==> config.mk <==
export PLATFORM = sky130hd
export DESIGN_NAME = rsb_unit
export DESIGN_NICKNAME = d
export VERILOG_FILES = /design/src/rtl/rsb_pkg.sv /design/src/rtl/rsb_shifter.sv /design/src/rtl/rsb_bitop.sv /design/src/rtl/rsb_flags.sv /design/src/rtl/rsb_unit.sv
export SDC_FILE = /design/constraint.sdc
export NUM_CORES = 1
export LEC_CHECK = 0
export BUFFER_PORTS_ARGS = -buffer_cell sky130_fd_sc_hd__buf_2
export CORE_MARGIN = 4
export CORE_UTILIZATION = 46
export DETAILED_ROUTE_END_ITERATION = 10
export PLACE_DENSITY = 0.81
export SLEW_MARGIN = 20
export SYNTH_ARGS = -nofsm -noshare
export SYNTH_HDL_FRONTEND = slang
export SYNTH_SLANG_ARGS = --single-unit
export TNS_END_PERCENT = 20
==> constraint.sdc <==
create_clock -name vclk -period 3.1
set_input_delay 0.31 -clock vclk [all_inputs]
set_output_delay 0.31 -clock vclk [all_outputs]
set_load 0.01 [all_outputs]
==> src/rtl/rsb_pkg.sv <==
package rsb_pkg;
  localparam int DATA_W = 8;
  localparam int IDX_W  = $clog2(DATA_W);

  // flag byte bit positions
  localparam int FLG_C = 0;
  localparam int FLG_N = 1;
  localparam int FLG_P = 2;
  localparam int FLG_H = 4;
  localparam int FLG_Z = 6;
  localparam int FLG_S = 7;

  typedef enum logic [1:0] {
    CLS_SHIFT = 2'b00,
    CLS_TEST  = 2'b01,
    CLS_CLEAR = 2'b10,
    CLS_FORCE = 2'b11
  } cls_e;

  typedef enum logic [2:0] {
    SH_ROTL     = 3'd0,
    SH_ROTR     = 3'd1,
    SH_ROTL_CY  = 3'd2,
    SH_ROTR_CY  = 3'd3,
    SH_LEFT_0   = 3'd4,
    SH_RIGHT_AR = 3'd5,
    SH_LEFT_1   = 3'd6,
    SH_RIGHT_0  = 3'd7
  } shsel_e;
endpackage

==> src/rtl/rsb_shifter.sv <==
module rsb_shifter
  import rsb_pkg::*;
#(
  parameter int W = DATA_W
) (
  input  logic [W-1:0] val_i,
  input  logic         cin_i,
  input  logic [2:0]   sel_i,
  output logic [W-1:0] val_o,
  output logic         cout_o
);
  localparam int MSB = W - 1;

  always_comb begin
    val_o  = val_i;
    cout_o = 1'b0;
    unique case (shsel_e'(sel_i))
      SH_ROTL: begin
        val_o  = {val_i[MSB-1:0], val_i[MSB]};
        cout_o = val_i[MSB];
      end
      SH_ROTR: begin
        val_o  = {val_i[0], val_i[MSB:1]};
        cout_o = val_i[0];
      end
      SH_ROTL_CY: begin
        val_o  = {val_i[MSB-1:0], cin_i};
        cout_o = val_i[MSB];
      end
      SH_ROTR_CY: begin
        val_o  = {cin_i, val_i[MSB:1]};
        cout_o = val_i[0];
      end
      SH_LEFT_0: begin
        val_o  = {val_i[MSB-1:0], 1'b0};
        cout_o = val_i[MSB];
      end
      SH_RIGHT_AR: begin
        val_o  = {val_i[MSB], val_i[MSB:1]};
        cout_o = val_i[0];
      end
      SH_LEFT_1: begin
        val_o  = {val_i[MSB-1:0], 1'b1};
        cout_o = val_i[MSB];
      end
      default: begin
        val_o  = {1'b0, val_i[MSB:1]};
        cout_o = val_i[0];
      end
    endcase
  end
endmodule

==> src/rtl/rsb_bitop.sv <==
module rsb_bitop
  import rsb_pkg::*;
#(
  parameter int W  = DATA_W,
  parameter int IW = IDX_W
) (
  input  logic [W-1:0]  val_i,
  input  logic [IW-1:0] idx_i,
  output logic [W-1:0]  masked_o,
  output logic [W-1:0]  cleared_o,
  output logic [W-1:0]  forced_o
);
  logic [W-1:0] onehot;

  for (genvar g = 0; g < W; g++) begin : g_dec
    assign onehot[g] = (idx_i == IW'(g));
  end

  assign masked_o  = val_i & onehot;
  assign cleared_o = val_i & ~onehot;
  assign forced_o  = val_i | onehot;
endmodule

==> src/rtl/rsb_flags.sv <==
module rsb_flags
  import rsb_pkg::*;
#(
  parameter int W = DATA_W
) (
  input  logic [1:0]   cls_i,
  input  logic [7:0]   flags_i,
  input  logic [W-1:0] shval_i,
  input  logic         shcy_i,
  input  logic [W-1:0] masked_i,
  output logic [7:0]   flags_o
);
  function automatic logic [7:0] szp(input logic [W-1:0] v);
    logic [7:0] f;
    f        = '0;
    f[FLG_S] = v[W-1];
    f[FLG_Z] = (v == '0);
    f[FLG_P] = ~(^v);
    return f;
  endfunction

  always_comb begin
    unique case (cls_e'(cls_i))
      CLS_SHIFT: begin
        flags_o        = szp(shval_i);
        flags_o[FLG_C] = shcy_i;
      end
      CLS_TEST: begin
        flags_o        = szp(masked_i);
        flags_o[FLG_H] = 1'b1;
        flags_o[FLG_C] = flags_i[FLG_C];
      end
      default: flags_o = flags_i;
    endcase
  end
endmodule

==> src/rtl/rsb_unit.sv <==
module rsb_unit
  import rsb_pkg::*;
(
  input  logic [7:0] opnd_i,
  input  logic [7:0] flags_i,
  input  logic [1:0] cls_i,
  input  logic [2:0] shsel_i,
  input  logic [2:0] bidx_i,
  output logic [7:0] result_o,
  output logic [7:0] flags_o,
  output logic       wr_en_o
);
  logic [DATA_W-1:0] sh_val;
  logic              sh_cy;
  logic [DATA_W-1:0] bt_masked;
  logic [DATA_W-1:0] bt_cleared;
  logic [DATA_W-1:0] bt_forced;

  rsb_shifter #(.W(DATA_W)) u_shift (
    .val_i (opnd_i),
    .cin_i (flags_i[FLG_C]),
    .sel_i (shsel_i),
    .val_o (sh_val),
    .cout_o(sh_cy)
  );

  rsb_bitop #(.W(DATA_W), .IW(IDX_W)) u_bit (
    .val_i    (opnd_i),
    .idx_i    (bidx_i),
    .masked_o (bt_masked),
    .cleared_o(bt_cleared),
    .forced_o (bt_forced)
  );

  rsb_flags #(.W(DATA_W)) u_flg (
    .cls_i   (cls_i),
    .flags_i (flags_i),
    .shval_i (sh_val),
    .shcy_i  (sh_cy),
    .masked_i(bt_masked),
    .flags_o (flags_o)
  );

  always_comb begin
    unique case (cls_e'(cls_i))
      CLS_SHIFT: result_o = sh_val;
      CLS_TEST:  result_o = opnd_i;
      CLS_CLEAR: result_o = bt_cleared;
      default:   result_o = bt_forced;
    endcase
  end

  assign wr_en_o = (cls_i != CLS_TEST);
endmodule

Word-level counts from Yosys, hierarchy flattened

Cells that the tools add are included.

Register bits: 0
Bits of input ports: 24
Logic and storage cells: 34

Equal/unequal tests: 16
Mux-type cells: 4
Bitwise logic cells: 6
Reductions and logical operators: 8

Operator list:

| kind                 | number |
|---|---|
| $pmux W8 S7          | 1 |
| $pmux W8 S3          | 1 |
| $eq A3 B3 Y1 const B | 7 |
| $and A8 B8 Y8        | 2 |
| $logic_not A8 Y1     | 2 |
| $pmux W8 S2          | 1 |
| $reduce_xor A8 Y1    | 2 |
| $eq A3 B2 Y1 const B | 4 |
| $not A8 Y8           | 1 |
| $or A8 B8 Y8         | 1 |
| $eq A3 B1 Y1 const B | 2 |
| $logic_not A3 Y1     | 2 |
| $reduce_or A4 Y1     | 1 |
| $eq A2 B1 Y1 const B | 1 |
| $eq A2 B2 Y1 const B | 1 |
| $logic_not A2 Y1     | 1 |
| $ne A2 B1 Y1 const B | 1 |
| $not A1 Y1           | 2 |
| $mux W1              | 1 |

Depth between registers and ports, before layout

Word-level depth: 5
Gate-level depth with buffers: 8
Depth with buffers taken out: 7

Modules after synthesis

A second synthesis with hierarchy kept.

Cell total of the unflattened synthesis: 114
Area total of the unflattened synthesis: 935.9 sq um

Modules (own cells, without submodules):

| module      | times used | cells an instance | area each (sq um) | seq. area each (sq um) |
|---|---|---|---|---|
| rsb_flags   | 1          | 49                | 345.3             | 0.0 |
| rsb_bitop   | 1          | 36                | 215.2             | 0.0 |
| rsb_unit    | 1          | 11                | 203.9             | 0.0 |
| rsb_shifter | 1          | 18                | 171.4             | 0.0 |

Least setup slack after synthesis

No wires, ideal clock.

Path type: input -> output
From: in shsel_i[2]
To: out flags_o[2]
Arrival: 1695 ps
Slack: 1095 ps
Cell stages on the path: 7
Buffers on the path: 0
Cells stage by stage: or3b_1 -> a21oi_1 -> a21oi_1 -> ha_1 -> xnor2_1 -> xnor2_1 -> o221ai_1

Word-level cells in the longest chain between the ends: 5

RTL lines:

| item                                 | RTL line          | source |
|---|---|---|
| from (decl)                          | rsb_unit.sv:7     | `input logic [2:0] shsel_i,` |
| $eq A3 B3 Y1 (tied with other cells) | rsb_shifter.sv:17 | `unique case (shsel_e'(sel_i))` |
| $pmux W8 S7 *                        | rsb_shifter.sv:17 |  |
| $reduce_xor A8 Y1 *                  | rsb_flags.sv:18   | `f[FLG_P] = ~(^v);` |
| $not A1 Y1 *                         | rsb_flags.sv:18   |  |
| $pmux W8 S2 *                        | rsb_flags.sv:23   | `unique case (cls_e'(cls_i))` |
| to (decl)                            | rsb_unit.sv:10    | `output logic [7:0] flags_o,` |

Mark *: on every way between the ends. The rest lies on a longest branch, timed or not.

Worst setup path after layout

From: in shsel_i[0]
To: out flags_o[2]

Same word-level chain as after synthesis.

==> parameters.txt <==
Parameter                              Value

Power
  Cell-internal power ... 0.0702 mW
  Cell Pwr Density ... 168 mW/mm²
  Logic pwr share ... 100.0%
  Reg power frac ... 0%
  Switch Pwr ... 0.0835 mW
  Part of the power in the clock network ... 0%
  Largest voltage drop on the vdd net ... 0.0798 mV
  Static Leakage ... 0.455 nW
  Fraction of power spent switching nets ... 54.3%

Die
  Initial core utilization ... 48.7%
  Placeable Area ... 0.00151 mm²
  Total number of placement rows ... 14
  Top Ports ... 41
  Die height ... 47.9 µm
  Horizontal die dimension ... 47.9 µm
  Area enclosed by the die boundary ... 0.00230 mm²

Global routing
  Antenna violations before repair ... 0
  GRT Residual Overflow ... 0
  Combined global-route utilization of all metal layers ... 17.7%
  Largest net degree at the start of global routing ... 23
  Number of global-route vias before repair ... 719
  First-pass GRT wire length ... 3.10 mm

Worst setup path
  Kind of capture point of the worst setup path ... output port
  Top cell family by delay on the critical path ... buffers and inverters
  Largest fanout on the critical path ... 12
  Biggest cell delay along the critical path ... 0.40 ns
  Setup crit start kind ... input port
  Cell-by-cell trace of the critical path ... buf_2 -> inv_1 -> o311ai_1 -> inv_1 -> ha_1 -> xor2_1 -> xnor2_1 -> o221ai_1 -> buf_2
  Arrival time reported for the critical path endpoint ... 2.04 ns
  Slowest stage cell on the critical path ... sky130_fd_sc_hd__o311ai_1
  Critical Setup Path Class ... input port to output port
  Number of buffer and inverter stages on the critical path ... 4
  Data required, critical path ... 2.79 ns

Clock network
  Quantity of gates resized following cts ... 0
  Number of buffers added to fix hold violations after cts ... 0
  Post-CTS repair timing setup buffer count ... 0

Route
  Number of vias per cell after detailed routing ... 5.99
  Routed WL per cell ... 14.1 µm
  Residual DRC count ... 0
  Via count of the routed design ... 916
  Detailed-router iteration count before antenna repair ... 4
  Detailed-route wire length ... 2.15 mm
  Antenna Nets Post-Route ... 0
  Initial DRC Count ... 21

Timing
  Slew margin rel. ... 73.5%
  Minimum clock period ... 2.35 ns
  Number of max-slew violations in the final report ... 0
  Highest clock frequency the design can meet ... 425 MHz
  Worst Max-Slew Pin Slew ... 0.392 ns
  Final hold violation count ... 0
  Crit share post-route ... 75.9%
  RSZ-0062 raised after global routing ... false
  Setup total negative slack ... 0 ns
  Count of endpoints failing setup in the final report ... 0

Cells and area
  Share of post-route cells with drive strength above 1 ... 31.4%
  Area Overhead vs Synth ... 24.6%
  Number of standard cells in the final layout excluding fillers ... 153
  Count of antenna diodes in the layout ... 0
  Clock buffer cells ... 0
  Non-Filler Cell Area, Final ... 913 µm²
  Final Net Count ... 171
  Count of sequential standard cells ... 0
  Utilization after layout ... 60.6%
  Area occupied by registers ... 0 µm²

Logic synthesis
  Commonest cells post-synth ... sky130_fd_sc_hd__nand2_1 (14), sky130_fd_sc_hd__mux2i_1 (9), sky130_fd_sc_hd__ha_1 (8), sky130_fd_sc_hd__buf_2 (6)
  Combined area of all synthesized cells ... 733 µm²
  Synth warn ... 0
  Count leader, synth ... sky130_fd_sc_hd__nand2_1
  Count of different cell masters after synthesis ... 31
  Post-Synthesis Cells ... 105
  Largest area contributor in the netlist ... sky130_fd_sc_hd__ha_1
  Fraction of post-synthesis cell area in the top cell type by area ... 13.7%
  Post-synth net total ... 137
  Synth Area per Inst ... 6.98 µm²
  Portion of the post-synthesis area used by sequential elements ... 0%
  Top area cells in the synthesized netlist ... sky130_fd_sc_hd__ha_1 (14%), sky130_fd_sc_hd__mux2i_1 (12%), sky130_fd_sc_hd__nand2_1 (7.2%), sky130_fd_sc_hd__o221ai_1 (6.0%), sky130_fd_sc_hd__a21o_1 (5.1%)

Placed design
  PortBufs ... 41
  Number of cells in the design after placement ... 153
  HPWL after detailed placement ... 1.74 mm
  Placer congestion estimate ... 0.857
  Cell area after placement ... 913 µm²

Outcome
  Outcome ... completed

Run
  Maxcap violations ... 0

Worst hold path
  Path category of the worst min-delay check ... input port to output port
==> layout by cell type, fill, tap and decap left out, types with 4 or more instances in the layout <==
cell	synthesis	routed
sky130_fd_sc_hd__a21o_1	5	5
sky130_fd_sc_hd__a21oi_1	4	4
sky130_fd_sc_hd__buf_2	6	41
sky130_fd_sc_hd__ha_1	8	8
sky130_fd_sc_hd__mux2i_1	9	9
sky130_fd_sc_hd__nand2_1	14	14
sky130_fd_sc_hd__nand3_1	5	5
sky130_fd_sc_hd__nand4b_1	4	4
sky130_fd_sc_hd__o21ai_0	4	4
sky130_fd_sc_hd__o221ai_1	5	5
sky130_fd_sc_hd__xnor2_1	4	4
==> routing by layer <==
metal  global-route usage, %  up-vias  wire length, µm
met1                    23.7      429              902
li1                        -      455                -
met4                   0.538        0                0
met3                   0.376        0              134
met2                    33.0       32             1120
met5                       0        -                0
==> cells by family (layout without fill, tap and decap cells) <==
logic type	Yosys count	after routing	synth area share [%]
AO/OA/AOI/OAI	25	25	23.7
XOR/XNOR	6	6	7.17
adder cells (fa/ha/maj)	8	8	13.7
buffers and inverters	12	44	7.68
multiplexers	10	10	13.8
AND/OR/NAND/NOR	44	44	34.0
==> metrics by stage <==
| stage | hold slack (ns) | power, mW | setup slack, ns |
|---|---|---|---|
| finish | 0.901 | 0.154 | 0.747 |
| global route | 0.921 | 0.169 | 0.531 |
| CTS | 0.904 | 0.154 | 0.756 |
| detailed placement | 0.904 | 0.154 | 0.763 |
| floorplan | 0.735 | 0.102 | 1.09 |
| global placement | 0.899 | 0.149 | 0.811 |
==> worst paths after layout <==
kind / from / endpoint / slack (ns) / cells past startpoint
worst min-delay path: flags_i[4] / flags_o[4] / 0.90 / 4
worst max-delay path: shsel_i[0] / flags_o[2] / 0.75 / 9
==> power groups by stage <==
stage / registers (mW) / clock network, mW / logic (mW)
after global routing: 0 / 0 / 0.169
final: 0 / 0 / 0.154
after global placement: 0 / 0 / 0.149
after detailed placement: 0 / 0 / 0.154
after CTS: 0 / 0 / 0.154
after floorplan: 0 / 0 / 0.102
==> cell type report <==
cell class,instances,area [µm²]
inverter,3,11.3
fill,151,593
multi-input combinational,93,677
timing repair buffer,41,205
tap,16,20.0
(Power assumes the default switching activity.)
